==> src/rtl/eeprom_seq_pkg.sv <==
// Shared constants and types for the serial EEPROM sequencer.
package eeprom_seq_pkg;
    localparam logic [7:0] DEV_CODE   = 8'hA0;
    localparam logic [7:0] ERASE_FILL = 8'hFF;
    localparam logic [1:0] BS_ACK     = 2'd0;
    localparam logic [1:0] BS_NACK    = 2'd1;

    typedef enum logic [1:0] {OP_READ = 2'd0, OP_WRITE = 2'd1, OP_ERASE = 2'd2, OP_SPARE = 2'd3} op_e;
    typedef enum logic [1:0] {BC_START = 2'd0, BC_SEND = 2'd1, BC_RECV = 2'd2, BC_STOP = 2'd3} bus_cmd_e;
    typedef enum logic [1:0] {EC_NONE = 2'd0, EC_NACK = 2'd1, EC_BUS = 2'd2, EC_TIMEOUT = 2'd3} err_e;
    typedef enum logic [3:0] {
        ST_IDLE, ST_START, ST_SELW, ST_ADDR, ST_WDATA,
        ST_RSTART, ST_SELR, ST_RDATA, ST_STOP, ST_DONE
    } state_e;
endpackage

==> src/rtl/eeprom_addr_fmt.sv <==
// Address formatter: builds the write/read select bytes and the word
// address byte(s) from a start address. Assumes ADDR_W >= 16.
// WIDE=0: block bits [10:8] go into select bits [3:1], one address byte.
// WIDE=1: block bits zero, two address bytes (high byte first).
module eeprom_addr_fmt
    import eeprom_seq_pkg::*;
#(
    parameter int ADDR_W = 16,
    parameter bit WIDE   = 1'b0
) (
    input  logic [ADDR_W-1:0] addr,
    output logic [7:0]        sel_wr,
    output logic [7:0]        sel_rd,
    output logic [7:0]        addr_hi,
    output logic [7:0]        addr_lo
);
    logic [2:0] blk;

    generate
        if (WIDE) begin : g_wide
            logic unused_top;
            // Two-byte address: block bits stay zero
            always_comb begin
                blk     = 3'd0;
                addr_hi = addr[15:8];
                addr_lo = addr[7:0];
            end
            if (ADDR_W > 16) begin : g_top
                assign unused_top = ^addr[ADDR_W-1:16];
            end else begin : g_notop
                assign unused_top = 1'b0;
            end
        end else begin : g_small
            logic unused_bits;
            // One-byte address: upper bits ride in the select byte
            always_comb begin
                blk     = addr[10:8];
                addr_hi = 8'h00;
                addr_lo = addr[7:0];
            end
            assign unused_bits = ^addr[ADDR_W-1:11];
        end
    endgenerate

    assign sel_wr = DEV_CODE | {4'b0, blk, 1'b0};
    assign sel_rd = sel_wr | 8'h01;
endmodule

==> src/rtl/eeprom_retry_cnt.sv <==
// Select retry counter: counts refused write-mode selects within one
// transfer and flags when the configured limit has been reached.
module eeprom_retry_cnt #(
    parameter int LIMIT = 255
) (
    input  logic clk,
    input  logic rst_n,
    input  logic clr,
    input  logic inc,
    output logic exhausted
);
    localparam int CW = (LIMIT < 1) ? 1 : $clog2(LIMIT + 1);
    logic [CW-1:0] cnt_q;

    // Count refusals, clear at the start of each transfer
    always_ff @(posedge clk) begin
        if (!rst_n || clr) cnt_q <= '0;
        else if (inc)      cnt_q <= cnt_q + 1'b1;
    end

    assign exhausted = (cnt_q == CW'(LIMIT));
endmodule

==> src/rtl/eeprom_seq.sv <==
// Serial EEPROM transaction sequencer. Drives a byte-level two-wire
// engine one command at a time. Assumes the engine answers every
// command with a single eng_done pulse at least one cycle later.
module eeprom_seq
    import eeprom_seq_pkg::*;
#(
    parameter int ADDR_W    = 16,
    parameter int LEN_W     = 8,
    parameter bit WIDE_ADDR = 1'b0,
    parameter int RETRY_MAX = 255
) (
    input  logic              clk,
    input  logic              rst_n,
    input  logic              req_valid,
    output logic              req_ready,
    input  logic [1:0]        req_op,
    input  logic [ADDR_W-1:0] req_addr,
    input  logic [LEN_W-1:0]  req_len,
    output logic              wdata_req,
    input  logic [7:0]        wdata,
    output logic              rd_valid,
    output logic [7:0]        rd_data,
    output logic              done,
    output logic [1:0]        err_code,
    output logic              eng_cmd_valid,
    output logic [1:0]        eng_cmd,
    output logic [7:0]        eng_wdata,
    output logic              eng_mack,
    input  logic              eng_done,
    input  logic [1:0]        eng_status,
    input  logic [7:0]        eng_rdata
);
    state_e            state_q;
    logic              wait_q;
    op_e               op_q;
    logic [ADDR_W-1:0] addr_q;
    logic [LEN_W-1:0]  left_q;
    logic              hi_next_q;
    err_e              err_q;
    logic              rd_valid_q;
    logic [7:0]        rd_data_q;

    logic [7:0] sel_wr, sel_rd, addr_hi, addr_lo;
    logic       ev, r_ack, r_nack, is_rd, retry_inc, retry_clr, exhausted;
    bus_cmd_e   cmd_c;

    eeprom_addr_fmt #(.ADDR_W(ADDR_W), .WIDE(WIDE_ADDR)) u_fmt (
        .addr(addr_q), .sel_wr(sel_wr), .sel_rd(sel_rd),
        .addr_hi(addr_hi), .addr_lo(addr_lo)
    );

    eeprom_retry_cnt #(.LIMIT(RETRY_MAX)) u_retry (
        .clk(clk), .rst_n(rst_n), .clr(retry_clr), .inc(retry_inc),
        .exhausted(exhausted)
    );

    assign ev        = wait_q && eng_done;
    assign r_ack     = (eng_status == BS_ACK);
    assign r_nack    = (eng_status == BS_NACK);
    assign is_rd     = (op_q != OP_WRITE) && (op_q != OP_ERASE);
    assign retry_clr = (state_q == ST_IDLE);
    assign retry_inc = (state_q == ST_SELW) && ev && r_nack && !exhausted;

    // Present the engine command for the current state when none is pending
    always_comb begin
        eng_cmd_valid = 1'b0;
        cmd_c         = BC_START;
        eng_wdata     = 8'h00;
        eng_mack      = 1'b0;
        wdata_req     = 1'b0;
        if (!wait_q) begin
            unique case (state_q)
                ST_START, ST_RSTART: eng_cmd_valid = 1'b1;
                ST_SELW: begin
                    eng_cmd_valid = 1'b1; cmd_c = BC_SEND; eng_wdata = sel_wr;
                end
                ST_ADDR: begin
                    eng_cmd_valid = 1'b1; cmd_c = BC_SEND;
                    eng_wdata     = hi_next_q ? addr_hi : addr_lo;
                end
                ST_WDATA: begin
                    eng_cmd_valid = 1'b1; cmd_c = BC_SEND;
                    eng_wdata     = (op_q == OP_ERASE) ? ERASE_FILL : wdata;
                    wdata_req     = (op_q == OP_WRITE);
                end
                ST_SELR: begin
                    eng_cmd_valid = 1'b1; cmd_c = BC_SEND; eng_wdata = sel_rd;
                end
                ST_RDATA: begin
                    eng_cmd_valid = 1'b1; cmd_c = BC_RECV;
                    eng_mack      = (left_q != '0);
                end
                ST_STOP: begin
                    eng_cmd_valid = 1'b1; cmd_c = BC_STOP;
                end
                default: ;
            endcase
        end
    end
    assign eng_cmd = cmd_c;

    // Step the transfer on each engine response and track the pending command
    always_ff @(posedge clk) begin
        if (!rst_n) begin
            state_q    <= ST_IDLE;
            wait_q     <= 1'b0;
            op_q       <= OP_READ;
            addr_q     <= '0;
            left_q     <= '0;
            hi_next_q  <= 1'b0;
            err_q      <= EC_NONE;
            rd_valid_q <= 1'b0;
            rd_data_q  <= 8'h00;
        end else begin
            rd_valid_q <= 1'b0;
            if (eng_done)           wait_q <= 1'b0;
            else if (eng_cmd_valid) wait_q <= 1'b1;
            unique case (state_q)
                ST_IDLE: if (req_valid) begin
                    op_q    <= op_e'(req_op);
                    addr_q  <= req_addr;
                    left_q  <= req_len;
                    err_q   <= EC_NONE;
                    state_q <= ST_START;
                end
                ST_START: if (ev) begin
                    if (r_ack) state_q <= ST_SELW;
                    else begin err_q <= EC_BUS; state_q <= ST_STOP; end
                end
                ST_SELW: if (ev) begin
                    if (r_ack) begin
                        hi_next_q <= WIDE_ADDR;
                        state_q   <= ST_ADDR;
                    end else if (r_nack && !exhausted) state_q <= ST_START;
                    else begin
                        err_q   <= r_nack ? EC_TIMEOUT : EC_BUS;
                        state_q <= ST_STOP;
                    end
                end
                ST_ADDR: if (ev) begin
                    if (!r_ack) begin
                        err_q <= r_nack ? EC_NACK : EC_BUS; state_q <= ST_STOP;
                    end else if (hi_next_q) hi_next_q <= 1'b0;
                    else state_q <= is_rd ? ST_RSTART : ST_WDATA;
                end
                ST_WDATA: if (ev) begin
                    if (!r_ack) begin
                        err_q <= r_nack ? EC_NACK : EC_BUS; state_q <= ST_STOP;
                    end else if (left_q == '0) state_q <= ST_STOP;
                    else left_q <= left_q - 1'b1;
                end
                ST_RSTART: if (ev) begin
                    if (r_ack) state_q <= ST_SELR;
                    else begin err_q <= EC_BUS; state_q <= ST_STOP; end
                end
                ST_SELR: if (ev) begin
                    if (r_ack) state_q <= ST_RDATA;
                    else begin
                        err_q <= r_nack ? EC_NACK : EC_BUS; state_q <= ST_STOP;
                    end
                end
                ST_RDATA: if (ev) begin
                    if (!r_ack) begin err_q <= EC_BUS; state_q <= ST_STOP; end
                    else begin
                        rd_valid_q <= 1'b1;
                        rd_data_q  <= eng_rdata;
                        if (left_q == '0) state_q <= ST_STOP;
                        else left_q <= left_q - 1'b1;
                    end
                end
                ST_STOP: if (ev) state_q <= ST_DONE;
                ST_DONE: state_q <= ST_IDLE;
                default: state_q <= ST_IDLE;
            endcase
        end
    end

    assign req_ready = (state_q == ST_IDLE);
    assign done      = (state_q == ST_DONE);
    assign err_code  = err_q;
    assign rd_valid  = rd_valid_q;
    assign rd_data   = rd_data_q;
endmodule

==> config.mk <==
export PLATFORM = sky130hd
export DESIGN_NAME = eeprom_seq
export DESIGN_NICKNAME = d
export VERILOG_FILES = /design/src/rtl/eeprom_seq_pkg.sv /design/src/rtl/eeprom_addr_fmt.sv /design/src/rtl/eeprom_retry_cnt.sv /design/src/rtl/eeprom_seq.sv
export SDC_FILE = /design/constraint.sdc
export NUM_CORES = 1
export LEC_CHECK = 0
export BUFFER_PORTS_ARGS = -buffer_cell sky130_fd_sc_hd__buf_2
export CELL_PAD_IN_SITES_DETAIL_PLACEMENT = 0
export CELL_PAD_IN_SITES_GLOBAL_PLACEMENT = 1
export CORE_MARGIN = 4
export CORE_UTILIZATION = 37
export CTS_CLUSTER_DIAMETER = 40
export DETAILED_ROUTE_END_ITERATION = 16
export GPL_TIMING_DRIVEN = 1
export PLACE_DENSITY_LB_ADDON = 0.1
export SLEW_MARGIN = 20
export SYNTH_ARGS = -nofsm -noshare
export SYNTH_HDL_FRONTEND = slang
export SYNTH_SLANG_ARGS = --single-unit
==> constraint.sdc <==
create_clock -name clk -period 2.4 [get_ports clk]
set_clock_uncertainty 0.1 [all_clocks]
set_input_delay 0.72 -clock clk [delete_from_list [all_inputs] [get_ports clk]]
set_output_delay 0.72 -clock clk [all_outputs]
set_load 0.1 [all_outputs]
==> results of run 1 <==
==> worst min path at each step <==
stage	from	end	slack, ns	cells past startpoint
2_1_floorplan	addr_q[5]	addr_q[5]	0.33	2
3_3_place_gp	addr_q[5]	addr_q[5]	0.34	2
3_5_place_dp	addr_q[6]	addr_q[6]	0.35	2
4_1_cts	addr_q[6]	addr_q[6]	0.36	2
5_1_grt	addr_q[6]	addr_q[6]	0.37	2
6_report	addr_q[7]	addr_q[7]	0.36	2
==> registers in the layout, summed over array words and instances, names as in the netlist <==
signal	count
err_code	2
wait_q	1
state_q	4
left_q	8
addr_q	11
rd_valid	1
u_retry.cnt_q	8
op_q	2
rd_data	8
==> per-layer routing <==
metal | up-vias | share of wire [%]
met2 | 61 | 49
li1 | 1374 | -
met3 | 7 | 4.6
met5 | - | 0
met1 | 1260 | 45
met4 | 0 | 0.99
==> worst max-delay path, delay by kind of cell, from the launching register on <==
kind	cells	cell delay (ns)
AOI/OAI and AO/OA	2	0.23
buffers and inverters	3	0.48
DFF	1	0.38
and+or+nand+nor	1	0.21
==> repair_timing <==
action                                  in CTS  in global routing
hold endpoints to repair                     0                  0
gates cloned                                 0                  0
gates resized for setup                     24                 20
pin swaps                                    9                 14
endpoints found under the setup margin      14                 18
setup buffers                               13                  5
==> cells by family after synthesis <==
| group | share of synthesized area [%] |
|---|---|
| simple gates | 27.0 |
| compound gates | 22.1 |
| flops | 35.4 |
| buf+inv | 5.16 |
| mux | 4.77 |
| xor+xnor | 3.10 |
| fa+ha+maj | 2.46 |
==> metrics by stage <==
stage	worst slack, ns	setup TNS [ns]
6_report	-0.0309	-0.167
2_1_floorplan	-0.135	-0.886
3_3_place_gp	0.0425	0
3_5_place_dp	0.0323	0
5_1_grt	-0.0963	-0.858
4_1_cts	-0.0767	-0.591
==> power by group through the flow <==
stage / sequential (mW) / clock (mW) / combinational, mW
after detailed placement: 0.970 / 0 / 1.66
after global placement: 0.968 / 0 / 1.65
after floorplan: 0.949 / 0 / 1.14
after global routing: 0.957 / 0.524 / 2.03
after CTS: 0.940 / 0.495 / 1.80
final: 0.943 / 0.475 / 1.89
==> layout by cell type, fill, tap and decap left out, types with 4 or more instances in the layout <==
cell	count
buf_2	53
dfxtp_1	38
buf_4	38
nand2_1	37
a21oi_1	29
nor2_1	25
buf_12	18
mux2i_1	11
nand3_1	10
a21oi_4	10
nor3_1	8
o21ai_0	8
inv_1	7
xor2_1	7
o21ai_2	6
nand4_1	6
clkbuf_8	6
nand4b_1	5
a211oi_1	5
ha_1	5
dfxtp_4	5
buf_6	5
nor2_4	4
nand2b_1	4
a211o_1	4
==> final cells by class <==
class / instances / area, um2 / share of cell area (%)
multi-input cells: 252 / 1840 / 46.3
repair buffers: 115 / 982 / 24.7
flip-flops and latches: 45 / 922 / 23.2
well taps: 77 / 96.3 / 2.43
clock buffers: 7 / 86.3 / 2.17
inverters: 10 / 47.5 / 1.20
==> out/qor.yml, run 1 <==
status: "complete, but fails checks"
violations: "negative setup slack"
drc: 0
syn_nets: 381
end_kind: "output port"
yosys-top-cells-count: "dfxtp_1 (45), nand2_1 (42), a21oi_1 (41)"
utilization_pct: 61.2
core-area_mm2: 0.00649
grtUsageMet2_pct: 32.1
hold_buffers: 0
period_share_pct: 101
grt_pass1_vias: 2666
ant_nets: 0
gp_congestion: 0.821
antenna_found_initial: 0
swShare_pct: 44.1
clock_power_share_pct: 14.3
synth_top_area_share_pct: 35.4
critPathLaunchType: "flop"
slew_viol_final: 0
dp_cells: 481
fin_area_mm2: 0.00397
start_util_pct: 39.2
dpl_cell_area_mm2: 0.00357
grt_util_met3_pct: 3.83
ys_warn_count: 0
yosys_most_used_dff: "dfxtp_1"
crit_path_frequent_cell: "buf_12"
vias_per_cell: 5.34
synthCells: 328
ios: 74
regToRegSetupSlack_ns: 0.11
timing.fmax_mhz: 411
wl_per_cell_um: 15.3
switchingPower_mw: 1.46
syn_area_mm2: 0.00254
crit_end: "eng_wdata[2]"
async_flop_share_pct: 0
use_met1_pct: 24.6
setup_slack_ns: -0.0309
fin_cells: 506
worstSetupPathType: "flop to output port"
p_leak_nw: 1.61
cp.arrival_ns: 1.61
overflow: 0
rsz0062_at_grt: "yes"
reg2reg_to: "u_retry.cnt_q[7]"
syn-mean-instance-area_um2: 7.76
worstRegToRegCells: 7
tightest_slew_ns: 0.603
crit_path_start: "state_q[1]"
seqPwrFrac_pct: 28.5
grt_util_all_layers_pct: 19.0
vias: 2702
synth_top_area_cell: "dfxtp_1"
portBuffers: 68
clkTransAtPathRegs_ns: 0.08
synth_edf_count: 0
clkLatencyLatePin_ns: 0.30
max_stage_delay_ns: 0.38
ys_seq_area_share_pct: 35.4
core.rowCount: 29
hold_slack_ns: 0.359
die_h_um: 90.9
worstPathMaxFanout: 8
die_w_um: 90.9
slew_headroom_pct: 59.7
dpl.hpwl_um: 5440
crit_slowest_cell: "dfxtp_4"
max_cap_viol_count: 0
finalNetCount: 482
power-per-cell-area_mw_per_mm2: 834
area_delta_synth_final_pct: 56.2
grt_busiest_layer: "met2"
fin_crit_ns: 2.43
r2r-start: "state_q[3]"
totalWireLength_um: 7740
firstDrtPassIters: 4
ys_seq_elements: 45
p_int_mw: 1.85
min_path_type: "flop to flop"
htreeDepth: 2
grt_max_degree: 20
cts_tree: "done"
synth_area_leaders: "dfxtp_1 (35%), a21oi_1 (8.1%), nand2_1 (6.2%)"
setup_violations: 9
required_ns: 1.58
fill_cells: 583
finalPower_mw: 3.31
cts-root-buf: "clkbuf_8"
die_area_mm2: 0.00827
ir_drop_mv: 0.890
cts_buffers: 5
cts.sinks: 45
path_cells: "buf_6, nor3_4, buf_12, o21ai_4, a21oi_4, buf_12"
grt_pass1_wl_um: 12900
comb_power_share_pct: 57.2
post-synth-top-count-cell: "dfxtp_1"
drive_above_1_share_pct: 42.4
drt_iter0_drc: 104
clk_path_buf_depth: 2
finalHoldViolCount: 0
synth_cell_types: 51
diodes: 0
Note: power is estimated with default switching activity, not from simulation.
==> run 2: changes to the inputs <==
Clock period 2.4 ns to 2.7 ns, I/O delays scaled along.
==> run 2 against run 1 <==
  * The flow now finishes without violations
  * Wire length shrank 8.5%
  * Critical path type unchanged
  * Via count shrank 4.5%
  * Sequential share of layout area grew 2.1 points
  * Sequential cell count is the same
  * Critical endpoint is now eng_mack
  * Die area is the same
  * Design area shrank 9.6%
  * Highest routed layer unchanged
==> out/qor.yml, run 2 (synthesis gave the netlist of run 1 again) <==
vias_per_cell: 5.34  # about the same
clkTransAtPathRegs_ns: 0.08  # about the same
mostFrequentLayoutCell: "buf_2"
diodes: 0  # unchanged
firstDrtPassIters: 4  # unchanged
status: "finished clean"
cts_buffers: 5  # unchanged
die_area_mm2: 0.00827  # unchanged
timing.fmax_mhz: 384
finalPower_mw: 2.75  # -17%
slew_viol_final: 0  # unchanged
finalNetCount: 458  # -5.0%
setup_slack_ns: 0.0958  # +0.127 ns
gp_congestion: 0.844  # +2.8%
period_share_pct: 96.5
area_delta_synth_final_pct: 41.1
die_h_um: 90.9  # unchanged
fin_crit_ns: 2.60
layout_common_cells: "buf_2 (53), nand2_1 (41), dfxtp_1 (41), a21oi_1 (30), nor2_1 (27)"
dp_slack_ns: -0.00253  # -0.0348 ns
core-area_mm2: 0.00649  # unchanged
ant_nets: 0  # unchanged
tightest_slew_ns: 0.634  # +0.0304 ns
core.rowCount: 29  # unchanged
totalWireLength_um: 7090  # -8.5%
hp-start: "addr_q[5]"
dpl.hpwl_um: 5330  # -2.0%
register_area_um2: 908  # -1.5%
grt_util_all_layers_pct: 17.9  # -1.0 points
drt_iter0_drc: 101  # -2.9%
setup_violations: 0  # -9
grt_pass1_wl_um: 12300  # -4.5%
multi_input_comb_area_mm2: 0.00169  # -7.9%
crit_path_start: "left_q[1]"
portBuffers: 68  # unchanged
critPathLaunchType: "flop"
regMostFlops: "addr_q"
min_path_type: "flop to flop"
drc: 0  # unchanged
slew_headroom_pct: 57.5  # -2.2 points
htreeDepth: 2  # unchanged
largest_reg_flops: 11  # unchanged
cts.sinks: 45  # unchanged
worstPathMaxFanout: 4  # -4
ir_drop_mv: 0.532  # -40%
r2r-start: "state_q[2]"
wl_per_cell_um: 14.7  # -4.1%
tns_ns: 0  # +0.167 ns
finalHoldViolCount: 0  # unchanged
worstSetupPathType: "flop to output port"
power-per-cell-area_mw_per_mm2: 766  # -8.1%
vias: 2580  # -4.5%
end_kind: "output port"
cts_tree: "done"
start_util_pct: 39.2  # unchanged
cts-root-buf: "clkbuf_8"
drive_above_1_share_pct: 32.8  # -9.7 points
overflow: 0  # unchanged
clkLatencyLatePin_ns: 0.31  # about the same
cp.arrival_ns: 1.69  # +0.08 ns
fill_cells: 623  # +6.9%
grt_pass1_vias: 2507  # -6.0%
required_ns: 1.79  # +0.21 ns
p_leak_nw: 1.44  # -11%
rsz0062_at_grt: "no"
grt_max_degree: 17  # -15%
cts_setup_buffers: 0  # -13
hold_slack_ns: 0.356  # -0.00327 ns
antenna_found_initial: 0  # unchanged
clk_path_buf_depth: 2  # unchanged
max_cap_viol_count: 0  # unchanged
ios: 74  # unchanged
die_w_um: 90.9  # unchanged
-- run 2: cell types whose count changed in the layout (fill, tap and decap cells not counted), sizes merged --
cell,delta
clkinv,+1
bufinv,+1
inv,-1
buf,-24
-- run 2: repair_timing --
| item | in CTS | in global routing |
|---|---|---|
| pin swaps | 0 | 1 |
| gates resized for setup | 6 | 6 |
| gates cloned | 0 | 0 |
| hold buffers | 0 | 0 |
| endpoints found under the setup margin | 9 | 10 |
-- run 2: per-layer routing --
metal	part of all wire, %	global-route usage, %	wire [um]
met4	1.0	4.15	72
met3	5.7	4.33	401
met2	48	29.4	3400
met5	0	0	0
met1	45	23.9	3210
-- run 2: cell type report --
cell class | instances | share of cell area [%]
Multi-Input combinational cell | 252 | 47.2
Timing Repair Buffer | 91 | 20.6
Sequential cell | 45 | 25.3
Tap cell | 77 | 2.68
Inverter | 10 | 1.05
Clock inverter | 1 | 0.837
Clock buffer | 7 | 2.41
-- run 2: worst max-delay path, stage by stage, from the launching register on --
cell      delay [ns]
dfxtp_1         0.38
inv_1           0.09
ha_1            0.19
nor2b_1         0.16
a311oi_4        0.34
buf_12          0.22
-- run 2: path summary, 6_finish.rpt --
kind	depth (start not counted)	end	slack [ns]
worst max-delay path	5	eng_mack	0.1
worst min register to register	2	addr_q[5]	0.36
worst max register to register	6	u_retry.cnt_q[7]	0.47
worst min-delay path	2	addr_q[5]	0.36
-- run 2: report_power, final --
group          total, mW  switching, mW  internal (mW)
clock network      0.540          0.238          0.302
registers          0.814         0.0680          0.746
logic               1.40          0.895          0.501
total               2.75           1.20           1.55
-- run 2: metrics by stage --
stage	instances	cell area, um2	util (%)
CTS	483	3570	54.9
floorplan	328	2690	-
finish	483	3590	55.3
global placement	475	3430	52.8
detailed placement	475	3430	52.8
global route	483	3590	55.3
==> run 3: changes to the inputs <==
Settings changed: BUFFER_PORTS_ARGS -buffer_cell sky130_fd_sc_hd__buf_2 to unset, CORE_UTILIZATION 37 to 45, DONT_BUFFER_PORTS set to 1, SETUP_SLACK_MARGIN set to 0.3.
==> run 3 against run 2 <==
  * Die area is 16% lower
  * Design area rose by 5.7%
  * Combinational power is 11% higher
  * Worst setup slack better by 0.042 ns
==> out/qor.yml, run 3 (synthesis gave the netlist of run 1 again) <==
firstDrtPassIters: 4  # unchanged
hold_buffers: 0  # unchanged
fin_cells: 449  # -7.0%
timing.fmax_mhz: 390  # +1.6%
vias_per_cell: 5.75  # +7.7%
utilization_pct: 68.9  # +14 points
start_util_pct: 46.2  # +7.0 points
wl_per_cell_um: 16.9  # +15%
grt_util_all_layers_pct: 20.2  # +2.2 points
die_w_um: 83.2  # -8.5%
power-per-cell-area_mw_per_mm2: 798  # +4.2%
drt_iter0_drc: 149  # +48%
area_delta_synth_final_pct: 49.2
worstPathMaxFanout: 5  # +1
grt_pass1_wl_um: 11600  # -5.2%
totalWireLength_um: 7590  # +7.1%
clk_path_buf_depth: 2  # unchanged
multi_input_comb_area_mm2: 0.00190  # +12%
period_share_pct: 94.9  # -1.5 points
dp_slack_ns: 0.124  # +0.126 ns
mostFrequentLayoutCell: "buf_4"
fin_area_mm2: 0.00379  # +5.7%
finalPower_mw: 3.03  # +10%
setup_slack_ns: 0.138  # +0.0418 ns
crit_path_start: "state_q[1]"
rsz0062_at_grt: "yes"
gp_congestion: 0.839  # -0.55%
overflow: 0  # unchanged
fin_crit_ns: 2.56  # -0.0418 ns
htreeDepth: 2  # unchanged
die_h_um: 83.2  # -8.5%
setup_violations: 0  # unchanged
tightest_slew_ns: 0.626  # -0.00796 ns
ir_drop_mv: 0.899  # +69%
finalNetCount: 429  # -6.3%
ios: 74  # unchanged
crit_end: "eng_wdata[7]"
cts-root-buf: "clkbuf_8"
core.rowCount: 27  # -6.9%
ant_nets: 0  # unchanged
critPathLaunchType: "flop"
status: "finished clean"
drc: 0  # unchanged
dpl.hpwl_um: 5210  # -2.2%
core-area_mm2: 0.00551  # -15%
clkTransAtPathRegs_ns: 0.09  # about the same
regMostFlops: "addr_q"
layout_common_cells: "buf_4 (40), dfxtp_1 (39), nand2_1 (38), a21oi_1 (29), nor2_1 (25)"
drive_above_1_share_pct: 35.0  # +2.3 points
min_path_type: "flop to flop"
worstSetupPathType: "flop to output port"
cts.sinks: 45  # unchanged
vias: 2582  # +0.078%
worstRegToRegCells: 7  # +1
portBuffers: 0  # -100%
clkLatencyLatePin_ns: 0.30  # about the same
register_area_um2: 918  # +1.1%
grt_pass1_vias: 2394  # -4.5%
reg2reg_to: "u_retry.cnt_q[7]"
finalHoldViolCount: 0  # unchanged
required_ns: 1.79  # about the same
dp_cells: 422  # -11%
antenna_found_initial: 0  # unchanged
slew_viol_final: 0  # unchanged
max_cap_viol_count: 0  # unchanged
die_area_mm2: 0.00692  # -16%
largest_reg_flops: 11  # unchanged
cp.arrival_ns: 1.65  # -0.04 ns
end_kind: "output port"
hold_slack_ns: 0.363  # +0.00721 ns
p_leak_nw: 1.40  # -2.7%
diodes: 0  # unchanged
slew_headroom_pct: 58.3  # +0.81 points
cts_buffers: 5  # unchanged
fill_cells: 444  # -29%
dpl_cell_area_mm2: 0.00326  # -4.9%
cts_tree: "done"
regToRegSetupSlack_ns: 0.42  # -0.05 ns
tns_ns: 0  # unchanged
grt_max_degree: 19  # +2
r2r-start: "state_q[2]"
run 3: cell types whose count changed in the layout (fill, tap and decap cells not counted), sizes merged:
cell	before	now
buf	91	61
bufinv	1	2
clkinv	1	2
clkbuf	7	6
run 3: critical path, stage by stage (launching register included):
cell and delay [ns]:
dfxtp_4 0.38, buf_8 0.13, nor3_4 0.22, buf_6 0.17
o21ai_2 0.08, a21oi_4 0.18, buf_12 0.19
run 3: worst min-delay path by stage:
stage	depth (start not counted)	slack [ns]	from	endpoint
2_1_floorplan	2	0.33	addr_q[5]	addr_q[5]
3_3_place_gp	2	0.34	addr_q[5]	addr_q[5]
3_5_place_dp	2	0.35	addr_q[9]	addr_q[9]
4_1_cts	2	0.36	addr_q[5]	addr_q[5]
5_1_grt	2	0.39	addr_q[8]	addr_q[8]
6_report	2	0.36	addr_q[9]	addr_q[9]
run 3: cell type report:
| class | count | share of cell area (%) |
|---|---|---|
| clock inverters | 3 | 1.81 |
| repair buffers | 62 | 18.4 |
| flip-flops and latches | 45 | 24.2 |
| inverters | 10 | 1.45 |
| well taps | 72 | 2.37 |
| multi-input cells | 252 | 50.0 |
| clock buffers | 5 | 1.81 |
run 3: repair_timing:
action | 4_1_cts | 5_1_grt
setup endpoints to repair | 23 | 19
cloned | 0 | 1
pin swaps | 4 | 21
gates resized for setup | 27 | 28
buffers inserted | 11 | 7
run 3: metal layers:
layer	global-route usage (%)	part of all wire (%)	up-vias
met3	4.56	5.5	9
met4	4.46	1.2	0
met2	34.0	50	75
met5	0	0	-
met1	26.3	43	1235
li1	-	-	1263
run 3: report_power, final:
group | switching (mW) | leakage (nW) | total, mW | internal (mW)
registers | 0.0905 | 0.370 | 0.844 | 0.754
clock network | 0.252 | 0.0687 | 0.624 | 0.373
logic | 0.961 | 0.964 | 1.56 | 0.600
total | 1.30 | 1.40 | 3.03 | 1.73
